<file path="src/rtl/sched_pkg.sv">
package sched_pkg;
  typedef enum logic [1:0] {
    OP_ALU  = 2'b00,
    OP_TEX  = 2'b01,
    OP_END  = 2'b10,
    OP_ALU2 = 2'b11
  } op_e;

  typedef enum logic [1:0] {
    TS_IDLE  = 2'b00,
    TS_READY = 2'b01,
    TS_STALL = 2'b10
  } tstate_e;

  // pool index = thread slot base + logical offset
  function automatic int unsigned pool_index(int unsigned tid, int unsigned lreg,
                                             int unsigned per_thr);
    return tid * per_thr + lreg;
  endfunction

  // slot visited k steps after cur in the rotation
  function automatic int unsigned rot_step(int unsigned cur, int unsigned k,
                                           int unsigned n);
    return (cur + k) % n;
  endfunction
endpackage

</file>
<file path="src/rtl/thr_ctx.sv">
module thr_ctx
  import sched_pkg::*;
#(
  parameter int PC_W    = 8,
  parameter int TEX_LAT = 50
) (
  input  logic            clk,
  input  logic            rst_n,
  input  logic            start_i,
  input  logic [PC_W-1:0] start_pc_i,
  input  logic            issue_i,
  input  logic [1:0]      op_i,
  output logic            ready_o,
  output logic            stalled_o,
  output logic            idle_o,
  output logic [PC_W-1:0] pc_o
);
  localparam int TMR_W = $clog2(TEX_LAT + 1);

  tstate_e          st_q;
  logic [TMR_W-1:0] tmr_q;
  logic [PC_W-1:0]  pc_q;

  always_ff @(posedge clk) begin
    if (!rst_n) begin
      st_q  <= TS_IDLE;
      tmr_q <= '0;
      pc_q  <= '0;
    end else begin
      case (st_q)
        TS_IDLE: if (start_i) begin
          st_q <= TS_READY;
          pc_q <= start_pc_i;
        end
        TS_READY: if (issue_i) begin
          if (op_i == OP_END) begin
            st_q <= TS_IDLE;
          end else begin
            pc_q <= pc_q + 1'b1;
            if (op_i == OP_TEX) begin
              st_q  <= TS_STALL;
              tmr_q <= TMR_W'(TEX_LAT - 1);
            end
          end
        end
        TS_STALL: begin
          tmr_q <= tmr_q - 1'b1;
          if (tmr_q == TMR_W'(1)) st_q <= TS_READY;
        end
        default: st_q <= TS_IDLE;
      endcase
    end
  end

  assign ready_o   = (st_q == TS_READY);
  assign stalled_o = (st_q == TS_STALL);
  assign idle_o    = (st_q == TS_IDLE);
  assign pc_o      = pc_q;
endmodule

</file>
<file path="src/rtl/rot_pick.sv">
module rot_pick
  import sched_pkg::*;
#(
  parameter int NTHR  = 4,
  parameter int TID_W = 2
) (
  input  logic [TID_W-1:0] cur_i,
  input  logic [NTHR-1:0]  ready_i,
  output logic             valid_o,
  output logic [TID_W-1:0] tid_o
);
  always_comb begin
    valid_o = 1'b0;
    tid_o   = cur_i;
    for (int k = 0; k < NTHR; k++) begin
      if (!valid_o && ready_i[rot_step(int'(cur_i), k, NTHR)]) begin
        valid_o = 1'b1;
        tid_o   = TID_W'(rot_step(int'(cur_i), k, NTHR));
      end
    end
  end
endmodule

</file>
<file path="src/rtl/reg_slice_map.sv">
module reg_slice_map
  import sched_pkg::*;
#(
  parameter int TID_W   = 2,
  parameter int LREG_W  = 3,
  parameter int PREG_W  = 4,
  parameter int PER_THR = 4
) (
  input  logic              valid_i,
  input  logic [TID_W-1:0]  tid_i,
  input  logic [LREG_W-1:0] lreg_i,
  output logic [PREG_W-1:0] phys_o,
  output logic              err_o
);
  logic in_slice;
  assign in_slice = (int'(lreg_i) < PER_THR);
  assign err_o    = valid_i && !in_slice;
  assign phys_o   = (valid_i && in_slice)
                  ? PREG_W'(pool_index(int'(tid_i), int'(lreg_i), PER_THR)) : '0;
endmodule

</file>
<file path="src/rtl/issue_sched.sv">
module issue_sched
  import sched_pkg::*;
#(
  parameter int NTHR     = 4,
  parameter int LANES    = 32,
  parameter int REG_POOL = 16,
  parameter int TEX_LAT  = 50,
  parameter int PC_W     = 8,
  parameter int CNT_W    = 16,
  parameter int TID_W    = $clog2(NTHR),
  parameter int PREG_W   = $clog2(REG_POOL),
  parameter int LREG_W   = $clog2(REG_POOL / NTHR) + 1
) (
  input  logic              clk,
  input  logic              rst_n,
  input  logic              start_valid,
  input  logic [TID_W-1:0]  start_tid,
  input  logic [PC_W-1:0]   start_pc,
  input  logic [1:0]        instr_op,
  input  logic [LREG_W-1:0] instr_lreg,
  output logic              issue_valid,
  output logic [TID_W-1:0]  issue_tid,
  output logic [PC_W-1:0]   issue_pc,
  output logic [LANES-1:0]  issue_lanes,
  output logic [PREG_W-1:0] phys_reg,
  output logic              reg_err,
  output logic [CNT_W-1:0]  idle_cycles
);
  localparam int PER_THR = REG_POOL / NTHR;

  logic [NTHR-1:0] thr_ready, thr_stalled, thr_idle;
  logic [PC_W-1:0] pc_arr [NTHR];
  logic [TID_W-1:0] cur_q, sel_tid;
  logic            sel_valid;
  logic            tex_evt, end_evt;

  for (genvar g = 0; g < NTHR; g++) begin : g_ctx
    thr_ctx #(.PC_W(PC_W), .TEX_LAT(TEX_LAT)) u_ctx (
      .clk       (clk),
      .rst_n     (rst_n),
      .start_i   (start_valid && (start_tid == TID_W'(g))),
      .start_pc_i(start_pc),
      .issue_i   (sel_valid && (sel_tid == TID_W'(g))),
      .op_i      (instr_op),
      .ready_o   (thr_ready[g]),
      .stalled_o (thr_stalled[g]),
      .idle_o    (thr_idle[g]),
      .pc_o      (pc_arr[g])
    );
  end

  rot_pick #(.NTHR(NTHR), .TID_W(TID_W)) u_pick (
    .cur_i  (cur_q),
    .ready_i(thr_ready),
    .valid_o(sel_valid),
    .tid_o  (sel_tid)
  );

  reg_slice_map #(.TID_W(TID_W), .LREG_W(LREG_W), .PREG_W(PREG_W),
                  .PER_THR(PER_THR)) u_map (
    .valid_i(sel_valid),
    .tid_i  (sel_tid),
    .lreg_i (instr_lreg),
    .phys_o (phys_reg),
    .err_o  (reg_err)
  );

  assign tex_evt = sel_valid && (instr_op == OP_TEX);
  assign end_evt = sel_valid && (instr_op == OP_END);

  always_ff @(posedge clk) begin
    if (!rst_n) begin
      cur_q       <= '0;
      idle_cycles <= '0;
    end else begin
      if (sel_valid) cur_q <= sel_tid;
      else           idle_cycles <= idle_cycles + 1'b1;
    end
  end

  assign issue_valid = sel_valid;
  assign issue_tid   = sel_tid;
  assign issue_pc    = pc_arr[sel_tid];
  assign issue_lanes = sel_valid ? '1 : '0;
endmodule

</file>
<file path="config.mk">
export PLATFORM = sky130hd
export DESIGN_NAME = issue_sched
export DESIGN_NICKNAME = d
export VERILOG_FILES = /design/src/rtl/sched_pkg.sv /design/src/rtl/thr_ctx.sv /design/src/rtl/rot_pick.sv /design/src/rtl/reg_slice_map.sv /design/src/rtl/issue_sched.sv
export SDC_FILE = /design/constraint.sdc
export NUM_CORES = 1
export LEC_CHECK = 0
export ABC_AREA = 1
export BUFFER_PORTS_ARGS = -buffer_cell sky130_fd_sc_hd__buf_2
export CAP_MARGIN = 20
export CORE_MARGIN = 3
export CORE_UTILIZATION = 42
export DETAILED_ROUTE_END_ITERATION = 10
export PLACE_DENSITY = 0.71
export REMOVE_ABC_BUFFERS = 1
export SYNTH_ARGS = -nofsm -noshare
export SYNTH_HDL_FRONTEND = slang
export SYNTH_SLANG_ARGS = --single-unit
</file>
<file path="constraint.sdc">
create_clock -name clk -period 4.2 [get_ports clk]
set_clock_uncertainty 0.2 [all_clocks]
set_input_delay 0.21 -clock clk [delete_from_list [all_inputs] [get_ports clk]]
set_output_delay 0.21 -clock clk [all_outputs]
set_load 0.02 [all_outputs]
</file>
; After elaboration in Yosys (flattened, before gate mapping)
; Cells that the tools add are included.
[totals]
ff_bits = 82
[classes]
add_sub_neg = 13
n_lt_le_gt_ge = 6
eq_ne = 44
muxes = 64
n_bitwise = 1
reduce_logical = 43
[ops]
columns = op, count
row1 = two-way mux 8 bit, 14
row2 = one-hot mux 8 bit (2 select lines), 4
row3 = one-hot mux 6 bit (2 select lines), 4
row4 = AND reduction 4 bit, 12
row5 = two-way mux 6 bit, 6
row6 = two-way mux 2 bit, 17
row7 = "adder 8 x 1 -> 8 bit, second input constant", 4
row8 = two-way mux 32 bit, 1
row9 = "equality test 6 x 1 -> 1 bit, second input constant", 4
row10 = "!= test 2 bit, second input constant", 12
row11 = one-hot mux 2 bit (3 select lines), 4
row12 = "subtractor 6 x 1 -> 6 bit, second input constant", 4
row13 = "equality test 2 bit, second input constant", 9
row14 = "adder 16 x 1 -> 16 bit, second input constant", 1
row15 = binary-select mux 8 bit (select 2 bit), 1
row16 = "!= test 2 x 1 -> 1 bit, second input constant", 8
row17 = nonzero test 2 bit, 8
row18 = "equality test 2 x 1 -> 1 bit, second input constant", 7
row19 = logical AND 1 bit, 13
row20 = zero test 2 bit, 6
row21 = "less-than comparator 2 x 3 -> 1 bit, second input constant", 4
row22 = "!= test 3 bit, second input constant", 4
row23 = binary-select mux 1 bit (select 2 bit), 4
row24 = two-way mux 1 bit, 8
row25 = 8 further kinds, 12

; Depth between registers and ports, before layout
; Gate-level depths: netlist of the first run.
[logic_depth]
word_depth = 17
ltp_mapped = 18

; Modules after synthesis
; A second synthesis of the first run with hierarchy kept.
[unflattened]
cells_unflattened = 930
hier_area_um2 = 5972.0
[modules_own_cells]
columns = module, instances, cells_per_inst, area_each_um2, seq_area_each_um2
row1 = thr_ctx, 4, 159, 1043.5, 320.3
row2 = issue_sched, 1, 214, 1437.6, 360.3
row3 = rot_pick, 1, 63, 282.8, 0.0
row4 = reg_slice_map, 1, 17, 77.6, 0.0

; Worst setup path after synthesis of the first run
; No wires, ideal clock.
[synth_timing]
kind = register to register
start = reg cur_q[0]
end = reg g_ctx[0].u_ctx.pc_q[0]
setup_ns = 0.132
arrival_time_ns = 2.152
required_time_ns = 3.868
path_slack_ns = 1.716
path_stages_with_launch = 15
period_less_slack_ns = 2.484
cell_sequence = dfxtp_1 buf_6 inv_8 nand3_2 nand2_1 nand2_1 nand2_2 inv_1 nand2_2 buf_2 nand4_1 nand2_2 nand2_2 nand2_1 a21oi_1
[synth_via]
elab_cells_between_ends = 28
cone_classes = 3 x add/sub / 1 x eq/ne / 15 x mux / 9 x reduce/logical
[synth_rtl]
columns = item, line
row1 = start: declaration, issue_sched.sv:33  ; logic [TID_W-1:0] cur_q, sel_tid;
row2 = start signal: assignment, issue_sched.sv:76  ; if (sel_valid) cur_q <= sel_tid;
row3 = branches (longest 11 deep; another with adder 2 x 1 -> 2 bit), --
row4 = two-way mux 1 bit *, rot_pick.sv:16  ; if (!valid_o && ready_i[rot_step(int'(cur_i), k, NTHR)]) begin
row5 = net issue_valid, issue_sched.sv:21  ; output logic issue_valid,
row6 = logical AND 1 bit *, issue_sched.sv:43  ; .issue_i (sel_valid && (sel_tid == TID_W'(g))),
row7 = != test 2 x 1 -> 1 bit (no line) *, --
row8 = AND reduction 4 bit (no line) *, --
row9 = end signal: assignment, thr_ctx.sv:33  ; pc_q <= start_pc_i;
row10 = end signal: assignment, thr_ctx.sv:39  ; pc_q <= pc_q + 1'b1;
row11 = end: declaration, thr_ctx.sv:22  ; logic [PC_W-1:0] pc_q;
; Mark *: on every way through the listed nets, which the timed path passes. The select of a mux whose other input is x is not followed.
; A chain may end at the register's enable or synchronous reset.

; Worst setup path after layout of the first run
[layout_timing]
start = reg cur_q[0]
end = out issue_pc[1]
[layout_via]
elab_chain_cells = 16
elab_cells_between_ends = 27
cone_classes = 3 x add/sub / 17 x mux / 1 x bitwise / 6 x reduce/logical
[layout_lines]
columns = item, line
row1 = branches (longest 11 deep; another with adder 2 x 1 -> 2 bit), --
row2 = two-way mux 2 bit *, rot_pick.sv:16
row3 = NOT 2 -> 3 bit (not written as such) *, issue_sched.sv:83  ; assign issue_pc = pc_arr[sel_tid];
row4 = binary-select mux 8 bit (select 2 bit) *, issue_sched.sv:83
row5 = two-way mux 8 bit (not written as such) * (2 in series), issue_sched.sv:83
row6 = end: declaration, issue_sched.sv:23  ; output logic [PC_W-1:0] issue_pc,
; Every way passes the cells marked *. The select of a mux whose other input is x is not followed.

==> reports/results.ini, run 1 <==
[yosys]
avgSynthCellArea_um2 = 6.48
ys.warnings.count = 0
synthAdderAreaFrac_pct = 3.44
synthDominantCellAreaShare_pct = 28.2
post_synth_num_cell_types = 42
synth_simple_gate_area_share_pct = 37.5
synth_largest_area_cell = sky130_fd_sc_hd__dfxtp_1
synth_mux_area_share_pct = 0.172
yosys_register_bits = 82
synth-seq-area-share_pct = 28.2
share_of_the_synthesized_area_in_compound_gates_ao_oa_aoi_oai_pct = 12.5
synth_area_leaders = sky130_fd_sc_hd__dfxtp_1 (28%), sky130_fd_sc_hd__nand2_1 (14%), sky130_fd_sc_hd__inv_1 (7.7%), sky130_fd_sc_hd__nor2_1 (6.3%), sky130_fd_sc_hd__nand3_1 (4.7%)
synth_top_family_by_area = simple AND/OR/NAND/NOR gates
post_synth_inst_count = 897
post_synth_xor_area_fraction_pct = 3.31
synth.cell_area_mm2 = 0.00582

[global_routing]
gr-usage-met2_pct = 31.7
grt_start_max_net_pins = 47
gr-usage-all-layers_pct = 19.8
grt_busiest_layer = met2
globalRouteMet1Util_pct = 26.6
grt_first_pass_wirelength_mm = 24.4
global_route.usage.met3_pct = 3.91
first_global_vias = 5156
gr-total-overflow = 0
antenna_found_initial = 0

[cts]
cts_tree = done
worstSkewPairLatency_ns = 0.34
cts_sinks = 82
clock_transition_at_path_regs_ns = 0.06
number_of_buffers_created_by_cts = 9
postCtsResizedCells = 0
post_cts_setup_repair_buffer_count = 0
cts.path.max_buffers = 2
cts_root_buf = sky130_fd_sc_hd__clkbuf_16
cts.htree.levels = 3
cts-hold-fix-buffers = 0

[cells_and_area]
layout_overhead_on_the_synthesized_area_pct = 10.8
layout.cells.most_common_list = sky130_fd_sc_hd__nand2_1 (215), sky130_fd_sc_hd__inv_1 (119), sky130_fd_sc_hd__nor2_1 (98)
post_route_cells_drive_above_1_share_pct = 16.6
instances_no_fill = 1123
mostFrequentLayoutCell = sky130_fd_sc_hd__nand2_1
final_layout_net_count = 976
antennaDiodeCount = 0

[pwr]
cellPowerDensity_mw_per_mm2 = 806
power.sequential.fraction_pct = 23.1
p_int_w = 0.00249
vdd_drop_max_mv = 0.629
share_comb_of_total_power_pct = 60.6
p_switching_w = 0.00270
total_leakage_power_nw = 3.10
power_switching_share_pct = 52.1
clock_power_share_pct = 16.3

[setup_path]
setup.worst_path.class = reg -> out
worstRegToRegCells = 13
timing.critical_path.fanout_max = 15
cp.required_ns = 3.79
critPathCaptureType = primary output
timing.critical_path.arrival_ns = 3.19
worstSetupStartpointType = flip-flop

[route]
postRouteWirelength_mm = 14.5
postRouteAntennaNets = 0
vias = 5804
first_pass_iters = 6
avgViaCountPerCell = 5.17
routed_wire_length_per_instance_um = 12.9
drcViolationCount = 0
detailedRoute.firstIterationViolations = 544

[floorplan]
start_util_pct = 43.4
die_y_um = 124
core_region_area_mm2 = 0.0134
fp.dieW_um = 124
top_level_ports = 82
placement_rows = 42
floorplan.die_area_mm2 = 0.0153

[sta]
final_hold_viol_count = 0
setup_violations = 0
tightest_slew_ns = 0.964
fin_crit_sh_pct = 85.7
fin_crit_period_ns = 3.60
slew-limit-headroom_pct = 35.5
max_freq_mhz = 278
number_of_max_slew_violations_in_the_final_report = 0
final_critical_path_setup_slack_ns = 0.601
grt_setup_unrepaired = false

[placed_design]
dpl_worst_slack_ns = 0.953
post-dp-hpwl_mm = 10.6
buffer_ports.inserted = 81
finalWeightedCongestion = 0.900
place_inst = 1107

[hold_path]
hold_path_class = in -> reg
whs_path_depth = 5

[run]
drv.max_cap_violation_count = 0

[outcome]
status = completed

## stage by stage
step                util [%]  hold slack (ns)  power [W]  TNS [ns]  instance area [µm²]
finish                  48.1           0.0690    0.00519         0                 6440
global route            48.1           0.0963    0.00564         0                 6440
CTS                     48.1           0.0594    0.00521         0                 6440
floorplan                  -            0.130    0.00325    -35.24                 5450
global placement        45.7            0.282    0.00431         0                 6130
detailed placement      45.7            0.279    0.00434         0                 6130
## final timing paths
check	slack (ns)	from	to
hold reg to reg	0.29	idle_cycles[14]	idle_cycles[14]
setup / recovery	0.60	cur_q[0]	issue_pc[1]
hold / removal	0.07	start_pc[6]	g_ctx[1].u_ctx.pc_o[6]
setup reg to reg	1.22	cur_q[0]	idle_cycles[9]
## power groups by stage
stage,Clock [W],Combinational [W],Sequential [W]
floorplan,0,0.00211,0.00114
global placement,0,0.00310,0.00121
detailed placement,0,0.00313,0.00121
CTS,0.000866,0.00315,0.00120
global route,0.000901,0.00351,0.00123
finish,0.000845,0.00315,0.00120
## flip-flops by register name, summed over array words and instances, names as in the netlist
| register | count |
|---|---|
| g_ctx.u_ctx.pc_o | 32 |
| g_ctx.u_ctx.tmr_q | 24 |
| idle_cycles | 16 |
| g_ctx.u_ctx.st_q | 8 |
| cur_q | 2 |
## worst max-delay path, stage by stage (launching register included)
cell                        delay [ns]
sky130_fd_sc_hd__dfxtp_1          0.65
sky130_fd_sc_hd__nand2_1          0.14
sky130_fd_sc_hd__nand2_2          0.14
sky130_fd_sc_hd__nand3_2          0.09
sky130_fd_sc_hd__nand2_4          0.10
sky130_fd_sc_hd__nand3_2          0.10
sky130_fd_sc_hd__inv_1            0.08
sky130_fd_sc_hd__nand2_1          0.05
sky130_fd_sc_hd__nand3_1          0.14
sky130_fd_sc_hd__nand2_1          0.33
sky130_fd_sc_hd__nor2_1           0.54
sky130_fd_sc_hd__nand2_1          0.10
sky130_fd_sc_hd__o2111ai_1        0.16
sky130_fd_sc_hd__buf_2            0.21
## cells by family (layout without fill, tap and decap cells)
| logic type | count (synthesis) | count (layout) |
|---|---|---|
| DFF | 82 | 82 |
| adders and majority gates | 16 | 16 |
| muxes | 1 | 1 |
| AOI/OAI and AO/OA | 129 | 129 |
| xor gates and xnor gates | 22 | 22 |
| and+or+nand+nor | 464 | 464 |
| buffers and inverters | 183 | 233 |
## Yosys cell counts (all sizes together)
cell,n
a21oi,52
nand3,70
a31oi,5
ha,16
nand3b,1
nand2,235
buf,40
clkbuf,14
o311ai,3
a22oi,4
nand4,34
o2111ai,8
clkinv,1
o21ai,44
o22ai,5
nor2,99
xnor2,3
dfxtp,82
o21bai,2
or2,5
o31ai,3
mux2i,1
inv,128
xor2,19
a211oi,3
and3,1
nor3,17
nor4,2
## routing by layer
| metal | vias up | share of wire, % |
|---|---|---|
| met2 | 234 | 44 |
| li1 | 2979 | - |
| met1 | 2566 | 46 |
| met3 | 25 | 7.2 |
| met5 | - | 0 |
| met4 | 0 | 2.1 |
## cell type report
class / count / area (µm²)
clock buffer: 14 / 254
clock inverter: 2 / 60.1
fill: 1419 / 6960
inverter: 129 / 494
multi-input combinational: 632 / 3320
sequential: 82 / 1640
tap: 176 / 220
timing repair buffer: 88 / 458
Note: power is estimated with default switching activity, not from simulation.
==> run 2: changes to the inputs <==
RECOVER_POWER = 25   (was unset)
==> run 2 against run 1 <==
  * Clock-buffer cell count stayed put
  * Clock power hardly changed
  * Largest cell class unchanged
  * Critical path depth is 2 lower
  * Final cell count stayed put
  * Largest power group unchanged
  * Highest routed layer unchanged
  * Wire length is 0.20% lower
  * Hold slack better by 0.0014 ns
  * Core utilization is 0.51 points lower
  * Combinational power is 2% lower
  * Sequential power hardly changed
  * Sequential share of layout area is 0.28 points higher
  * Via count is 0.36% lower
==> reports/results.ini, run 2 (synthesis results as in run 1) <==
[placed_design]
dpl_worst_slack_ns = 0.953  ; unchanged
finalWeightedCongestion = 0.900  ; unchanged
post-dp-hpwl_mm = 10.6  ; unchanged
place_inst = 1107  ; unchanged
buffer_ports.inserted = 81  ; unchanged

[sta]
grt_setup_unrepaired = false  ; unchanged
fin_crit_sh_pct = 88.3  ; was 85.7%
tightest_slew_ns = 1.22  ; was 0.964 ns
number_of_max_slew_violations_in_the_final_report = 0  ; unchanged
slew-limit-headroom_pct = 18.6  ; was 35.5%
final_critical_path_setup_slack_ns = 0.493  ; was 0.601 ns
setup_violations = 0  ; unchanged
max_freq_mhz = 270  ; was 278 MHz
final_hold_viol_count = 0  ; unchanged
fin_crit_period_ns = 3.71  ; was 3.60 ns

[cells_and_area]
largest_register_ffs = 32  ; unchanged
post_route_cells_drive_above_1_share_pct = 13.6  ; was 16.6%
area_of_all_sequential_standard_cells_mm2 = 0.00164  ; unchanged
final_layout_net_count = 976  ; unchanged
final.fill_count = 1435  ; was 1419
layout.cells.most_common_list = sky130_fd_sc_hd__nand2_1 (221), sky130_fd_sc_hd__inv_1 (119), sky130_fd_sc_hd__nor2_1 (98)  ; was sky130_fd_sc_hd__nand2_1 (215), sky130_fd_sc_hd__inv_1 (119), sky130_fd_sc_hd__nor2_1 (98)
antennaDiodeCount = 0  ; unchanged
instances_no_fill = 1123  ; unchanged
mostFrequentLayoutCell = sky130_fd_sc_hd__nand2_1  ; unchanged
layout_overhead_on_the_synthesized_area_pct = 9.62  ; was 10.8%
multi_input_comb_area_mm2 = 0.00327  ; was 0.00332 mm²

[route]
drcViolationCount = 0  ; unchanged
avgViaCountPerCell = 5.15  ; was 5.17
vias = 5783  ; was 5804
postRouteAntennaNets = 0  ; unchanged
postRouteWirelength_mm = 14.5  ; about the same
detailedRoute.firstIterationViolations = 545  ; was 544
routed_wire_length_per_instance_um = 12.9  ; about the same
first_pass_iters = 5  ; was 6

[cts]
post_cts_setup_repair_buffer_count = 0  ; unchanged
worstSkewPairLatency_ns = 0.34  ; about the same
number_of_buffers_created_by_cts = 9  ; unchanged
cts.htree.levels = 3  ; unchanged
cts_root_buf = sky130_fd_sc_hd__clkbuf_16  ; unchanged
cts_sinks = 82  ; unchanged
cts.path.max_buffers = 2  ; unchanged
cts-hold-fix-buffers = 0  ; unchanged
postCtsResizedCells = 0  ; unchanged
clock_transition_at_path_regs_ns = 0.06  ; about the same
cts_tree = done  ; unchanged

[global_routing]
grt_start_max_net_pins = 47  ; unchanged
grt_first_pass_wirelength_mm = 24.4  ; unchanged
first_global_vias = 5156  ; unchanged
gr-total-overflow = 0  ; unchanged
antenna_found_initial = 0  ; unchanged
gr-usage-all-layers_pct = 19.8  ; unchanged

[setup_path]
critical-path-top-cell-by-count = sky130_fd_sc_hd__nand2_1  ; unchanged
cp.required_ns = 3.79  ; about the same
cpLargestDelayFamily = simple AND/OR/NAND/NOR gates  ; unchanged
timing.critical_path.slowest_stage_cell = sky130_fd_sc_hd__dfxtp_1  ; unchanged
worstPathCellList = nand2_1 > nand2_1 > nand3_1 > nand2_1 > nand4_1 > nand3_1 > nand2_1 > nor2_1 > nand2_1 > o2111ai_1 > buf_2  ; was nand2_1 > nand2_2 > nand3_2 > nand2_4 > nand3_2 > inv_1 > nand2_1 > nand3_1 > nand2_1 > nor2_1 > nand2_1 > o2111ai_1 > buf_2
worstSetupStartpointType = flip-flop  ; unchanged
cp_bufs_invs = 1  ; was 2
timing.critical_path.arrival_ns = 3.30  ; was 3.19 ns
critPathCaptureType = primary output  ; unchanged
setup.worst_path.class = reg -> out  ; unchanged
timing.critical_path.fanout_max = 15  ; unchanged
max_stage_delay_ns = 0.66  ; was 0.65 ns

[pwr]
total_leakage_power_nw = 3.01  ; was 3.10 nW
cellPowerDensity_mw_per_mm2 = 807  ; was 806 mW/mm²
vdd_drop_max_mv = 0.622  ; was 0.629 mV

[floorplan]
floorplan.die_area_mm2 = 0.0153  ; unchanged
start_util_pct = 43.4  ; unchanged
fp.dieW_um = 124  ; unchanged
placement_rows = 42  ; unchanged
top_level_ports = 82  ; unchanged
die_y_um = 124  ; unchanged
core_region_area_mm2 = 0.0134  ; unchanged

[outcome]
status = completed  ; unchanged

[run]
drv.max_cap_violation_count = 0  ; unchanged

[hold_path]
hold_path_class = in -> reg  ; unchanged

## run 2: cell types whose count changed in the layout (fill, tap and decap cells not counted), moves of 2 or more
cell / previous run / this run
sky130_fd_sc_hd__nand2_1: 215 / 221
sky130_fd_sc_hd__nand2_4: 7 / 5
sky130_fd_sc_hd__buf_2: 81 / 63
sky130_fd_sc_hd__nand2_2: 13 / 9
sky130_fd_sc_hd__clkbuf_1: 4 / 23
## run 2: worst register-to-register path, delay by kind of cell, from the launching register on
| family | cells | cell delay [ns] |
|---|---|---|
| DFF | 1 | 0.66 |
| and+or+nand+nor | 13 | 2.49 |
## run 2: path summary, 6_finish.rpt
kind / from / endpoint / slack [ns] / cells after the start
worst max-delay path: cur_q[0] / issue_pc[1] / 0.49 / 11
worst min-delay path: start_pc[6] / g_ctx[1].u_ctx.pc_o[6] / 0.07 / 5
worst max register to register: cur_q[0] / idle_cycles[9] / 0.70 / 13
worst min register to register: idle_cycles[14] / idle_cycles[14] / 0.29 / 2
## run 2: per-stage QoR
step	area [µm²]	power, W	hold WS, ns	util [%]	TNS (ns)
global route	6370	0.00560	0.0963	47.6	0
CTS	6440	0.00521	0.0594	48.1	0
floorplan	5450	0.00325	0.130	-	-35.24
global placement	6130	0.00431	0.282	45.7	0
detailed placement	6130	0.00434	0.279	45.7	0
finish	6370	0.00515	0.0704	47.6	0
## run 2: report_power, final
part | switching (W) | internal, W | total, W
Sequential | 0.000219 | 0.000982 | 0.00120
Combinational | 0.00215 | 0.000946 | 0.00310
Clock | 0.000307 | 0.000538 | 0.000845
Total | 0.00268 | 0.00247 | 0.00515
## run 2: final cells by class
cell class / instances / share of cell area [%]
tap: 176 / 3.45
multi-input combinational: 632 / 51.3
inverter: 129 / 7.75
clock inverter: 2 / 0.942
clock buffer: 14 / 3.98
sequential: 82 / 25.8
timing repair buffer: 88 / 6.77
## run 2: per-layer routing
layer	track usage [%]	up-vias	wire length (µm)
met2	31.7	205	6440
met1	26.6	2567	6720
met3	3.91	26	996
met5	0	-	0
li1	-	2985	-
met4	6.92	0	311
==> run 3: changes to the inputs <==
ABC_AREA = unset   (was 1)
==> run 3 against run 2 <==
  * Clock power decreased by 13%
  * Highest routed layer unchanged
  * Hold slack got worse by 0.059 ns
  * Maximum frequency increased by 3.8%
  * Critical path depth decreased by 6
  * Final cell count decreased by 26%
  * Power decreased by 55%
  * Sequential share of layout area increased by 3.3 points
  * Via count decreased by 16%
  * Sequential cell count unchanged
  * Non-clock buffer count decreased by 4
  * Global-route usage decreased by 0.39 points
==> reports/results.ini, run 3 <==
[outcome]
status = completed  ; unchanged

[global_routing]
first_global_vias = 4458  ; was 5156
grt_start_max_net_pins = 47  ; unchanged
gr-usage-met2_pct = 32.5  ; was 31.7%
grt_busiest_layer = met2  ; unchanged
global_route.usage.met3_pct = 2.62  ; was 3.91%
globalRouteMet1Util_pct = 24.4  ; was 26.6%
gr-total-overflow = 0  ; unchanged
gr-usage-all-layers_pct = 19.4  ; was 19.8%
antenna_found_initial = 0  ; unchanged
grt_first_pass_wirelength_mm = 21.4  ; was 24.4 mm

[sta]
fin_crit_sh_pct = 85.0  ; was 88.3%
grt_setup_unrepaired = false  ; unchanged
setup_violations = 0  ; unchanged
final_critical_path_setup_slack_ns = 0.630  ; was 0.493 ns
slew-limit-headroom_pct = 39.3  ; was 18.6%
fin_crit_period_ns = 3.57  ; was 3.71 ns
max_freq_mhz = 280  ; was 270 MHz
tightest_slew_ns = 0.907  ; was 1.22 ns
final_hold_viol_count = 0  ; unchanged
number_of_max_slew_violations_in_the_final_report = 0  ; unchanged

[run]
drv.max_cap_violation_count = 0  ; unchanged

[hold_path]
timing.hold.worst.start = start_pc[1]  ; was start_pc[6]
hold_path_class = in -> reg  ; unchanged
whs_path_depth = 3  ; was 5
min_delay_worst_endpoint = g_ctx[0].u_ctx.pc_o[1]  ; was g_ctx[1].u_ctx.pc_o[6]

[cells_and_area]
post_route_cells_drive_above_1_share_pct = 14.5  ; was 13.6%
antennaDiodeCount = 0  ; unchanged
final_layout_net_count = 701  ; was 976
largest_register_ffs = 32  ; unchanged
mostFrequentLayoutCell = sky130_fd_sc_hd__dfxtp_1  ; was sky130_fd_sc_hd__nand2_1
layout.cells.most_common_list = sky130_fd_sc_hd__dfxtp_1 (82), sky130_fd_sc_hd__buf_2 (65), sky130_fd_sc_hd__nor2_1 (62)  ; was sky130_fd_sc_hd__nand2_1 (221), sky130_fd_sc_hd__inv_1 (119), sky130_fd_sc_hd__nor2_1 (98)
layout_overhead_on_the_synthesized_area_pct = 8.96  ; was 9.62%
instances_no_fill = 835  ; was 1123

[floorplan]
die_y_um = 117  ; was 124 µm
floorplan.die_area_mm2 = 0.0137  ; was 0.0153 mm²
core_region_area_mm2 = 0.0118  ; was 0.0134 mm²
placement_rows = 39  ; was 42
fp.dieW_um = 117  ; was 124 µm
start_util_pct = 44.2  ; was 43.4%
top_level_ports = 82  ; unchanged

[yosys]
yosys_register_bits = 82  ; unchanged
synth_largest_area_cell = sky130_fd_sc_hd__dfxtp_1  ; unchanged
post_synth_inst_count = 642  ; was 897
avgSynthCellArea_um2 = 8.09  ; was 6.48 µm²
ys.warnings.count = 0  ; unchanged
synth.most_common_cell = sky130_fd_sc_hd__dfxtp_1  ; was sky130_fd_sc_hd__nand2_1
synthDominantCellAreaShare_pct = 31.6  ; was 28.2%
synth_area_leaders = sky130_fd_sc_hd__dfxtp_1 (32%), sky130_fd_sc_hd__a21oi_1 (5.1%), sky130_fd_sc_hd__buf_4 (4.9%), sky130_fd_sc_hd__nor2_1 (4.5%), sky130_fd_sc_hd__ha_1 (3.9%)  ; was sky130_fd_sc_hd__dfxtp_1 (28%), sky130_fd_sc_hd__nand2_1 (14%), sky130_fd_sc_hd__inv_1 (7.7%), sky130_fd_sc_hd__nor2_1 (6.3%), sky130_fd_sc_hd__nand3_1 (4.7%)
synth-seq-area-share_pct = 31.6  ; was 28.2%
synth_commonest_cells = sky130_fd_sc_hd__dfxtp_1 (82), sky130_fd_sc_hd__nor2_1 (62), sky130_fd_sc_hd__a21oi_1 (53), sky130_fd_sc_hd__nand2_1 (45), sky130_fd_sc_hd__buf_4 (34)  ; was sky130_fd_sc_hd__nand2_1 (215), sky130_fd_sc_hd__inv_1 (119), sky130_fd_sc_hd__nor2_1 (98), sky130_fd_sc_hd__dfxtp_1 (82), sky130_fd_sc_hd__nand3_1 (55)
ys.flop_type = sky130_fd_sc_hd__dfxtp_1  ; unchanged
post_synth_num_cell_types = 72  ; was 42
synth.cell_area_mm2 = 0.00519  ; was 0.00582 mm²
synth-edff-count = 0  ; unchanged
synth-async-reset-ratio_pct = 0  ; unchanged

[setup_path]
max_stage_delay_ns = 0.76  ; was 0.66 ns
timing.critical_path.fanout_max = 17  ; was 15
setup.worst_path.class = reg -> out  ; unchanged
cp.required_ns = 3.79  ; about the same
cp_bufs_invs = 1  ; unchanged
critPathLaunch = g_ctx[2].u_ctx.st_q[1]  ; was cur_q[0]
rrSetupSlack_ns = 0.92  ; was 0.70 ns
worstPathCellList = nand2b_1 > nor3_1 > o41ai_4 > mux4_1 > buf_2  ; was nand2_1 > nand2_1 > nand3_1 > nand2_1 > nand4_1 > nand3_1 > nand2_1 > nor2_1 > nand2_1 > o2111ai_1 > buf_2
worst_r2r_startpoint = g_ctx[2].u_ctx.st_q[0]  ; was cur_q[0]
timing.critical_path.arrival_ns = 3.16  ; was 3.30 ns
endpoint_of_the_worst_register_to_register_path = idle_cycles[13]  ; was idle_cycles[9]
critPathCaptureType = primary output  ; unchanged
worstSetupStartpointType = flip-flop  ; unchanged
cpLargestDelayFamily = compound AO/OA/AOI/OAI gates  ; was simple AND/OR/NAND/NOR gates
worstRegToRegCells = 7  ; was 13
timing.critical_path.slowest_stage_cell = sky130_fd_sc_hd__o41ai_4  ; was sky130_fd_sc_hd__dfxtp_1

[route]
postRouteWirelength_mm = 13.2  ; was 14.5 mm
routed_wire_length_per_instance_um = 15.8  ; was 12.9 µm
vias = 4859  ; was 5783
postRouteAntennaNets = 0  ; unchanged
drcViolationCount = 0  ; unchanged
detailedRoute.firstIterationViolations = 372  ; was 545
avgViaCountPerCell = 5.82  ; was 5.15
first_pass_iters = 7  ; was 5

[cts]
post_cts_setup_repair_buffer_count = 0  ; unchanged
cts.htree.levels = 3  ; unchanged
cts.path.max_buffers = 2  ; unchanged
cts_root_buf = sky130_fd_sc_hd__clkbuf_16  ; unchanged
number_of_buffers_created_by_cts = 9  ; unchanged
cts-hold-fix-buffers = 0  ; unchanged
worstSkewPairLatency_ns = 0.34  ; about the same
cts_sinks = 82  ; unchanged
cts_tree = done  ; unchanged
postCtsResizedCells = 0  ; unchanged
clock_transition_at_path_regs_ns = 0.06  ; about the same

[pwr]
power_switching_share_pct = 36.6  ; was 52.1%
cellPowerDensity_mw_per_mm2 = 406  ; was 807 mW/mm²
power.sequential.fraction_pct = 39.2  ; was 23.3%
share_comb_of_total_power_pct = 29.0  ; was 60.2%
p_int_w = 0.00146  ; was 0.00247 W
total_leakage_power_nw = 2.12  ; was 3.01 nW
p_switching_w = 0.000841  ; was 0.00268 W
clock_power_share_pct = 31.8  ; was 16.4%
design_power_total_w = 0.00230  ; was 0.00515 W
vdd_drop_max_mv = 0.235  ; was 0.622 mV

[placed_design]
dpl_worst_slack_ns = 0.981  ; was 0.953 ns
place_inst = 820  ; was 1107
post-dp-hpwl_mm = 9.59  ; was 10.6 mm
finalWeightedCongestion = 0.885  ; was 0.900
buffer_ports.inserted = 81  ; unchanged

[run 3: changes by cell type in the layout (fill, tap and decap cells not counted), sizes merged, moves of 22 or more]
| cell | before | now |
|---|---|---|
| nand2 | 235 | 45 |
| nand3 | 70 | 23 |
| nor2 | 99 | 62 |
| nand4 | 34 | 8 |
| o21ai | 44 | 22 |
| o21a | 0 | 22 |
| inv | 128 | 19 |
[run 3: worst max path at each step]
stage | endpoint | slack [ns] | cells past startpoint
6_report | issue_pc[3] | 0.63 | 5
3_5_place_dp | issue_pc[3] | 0.98 | 5
3_3_place_gp | issue_pc[3] | 1.16 | 5
2_1_floorplan | idle_cycles[11] | -1.94 | 6
5_1_grt | reg_err | 0.40 | 6
4_1_cts | issue_pc[3] | 0.60 | 5
[run 3: cell families (layout without fill, tap and decap cells)]
group	after synthesis	count (layout)	share of synthesized area, %
AND/OR/NAND/NOR	251	251	24.8
multiplexers	9	9	3.95
AO/OA/AOI/OAI	181	181	24.2
adder cells (fa/ha/maj)	16	16	3.86
flip-flops	82	82	31.6
buffers and inverters	88	117	8.99
XOR/XNOR	15	15	2.53
[run 3: cell type report]
class,count,area [µm²]
inverters,18,67.6
repair buffers,84,404
clock inverters,6,42.5
well taps,164,205
clock buffers,9,225
flip-flops and latches,82,1640
fillers,1117,6100
multi-input cells,472,3070
[run 3: power groups by stage]
stage                     clock network (W)  logic (W)  registers (W)
after global placement                    0   0.000666       0.000914
after global routing               0.000774   0.000728       0.000911
after floorplan                           0   0.000463       0.000902
after CTS                          0.000750   0.000678       0.000899
after detailed placement                  0   0.000675       0.000916
final                              0.000731   0.000667       0.000902
[run 3: stage by stage]
step | hold slack (ns) | util (%) | cell area [µm²] | TNS, ns
2_1_floorplan | 0.127 | - | 4790 | -49.67
3_3_place_gp | 0.265 | 46.1 | 5430 | 0
3_5_place_dp | 0.261 | 46.1 | 5430 | 0
4_1_cts | 0.000701 | 48.4 | 5690 | 0
5_1_grt | 0.0417 | 48.1 | 5660 | 0
6_report | 0.0111 | 48.1 | 5660 | 0
[run 3: tightest hold or removal path, delay by kind of cell]
family          cells  cell delay, ns
buf+inv             1            0.14
compound gates      1            0.09
simple gates        1            0.06
[run 3: routing by layer]
metal	part of all wire (%)	wire length, µm	vias up
li1	-	-	2387
met1	44	5780	2253
met2	47	6220	187
met3	5.6	735	32
met4	3.3	438	0
met5	0	0	-
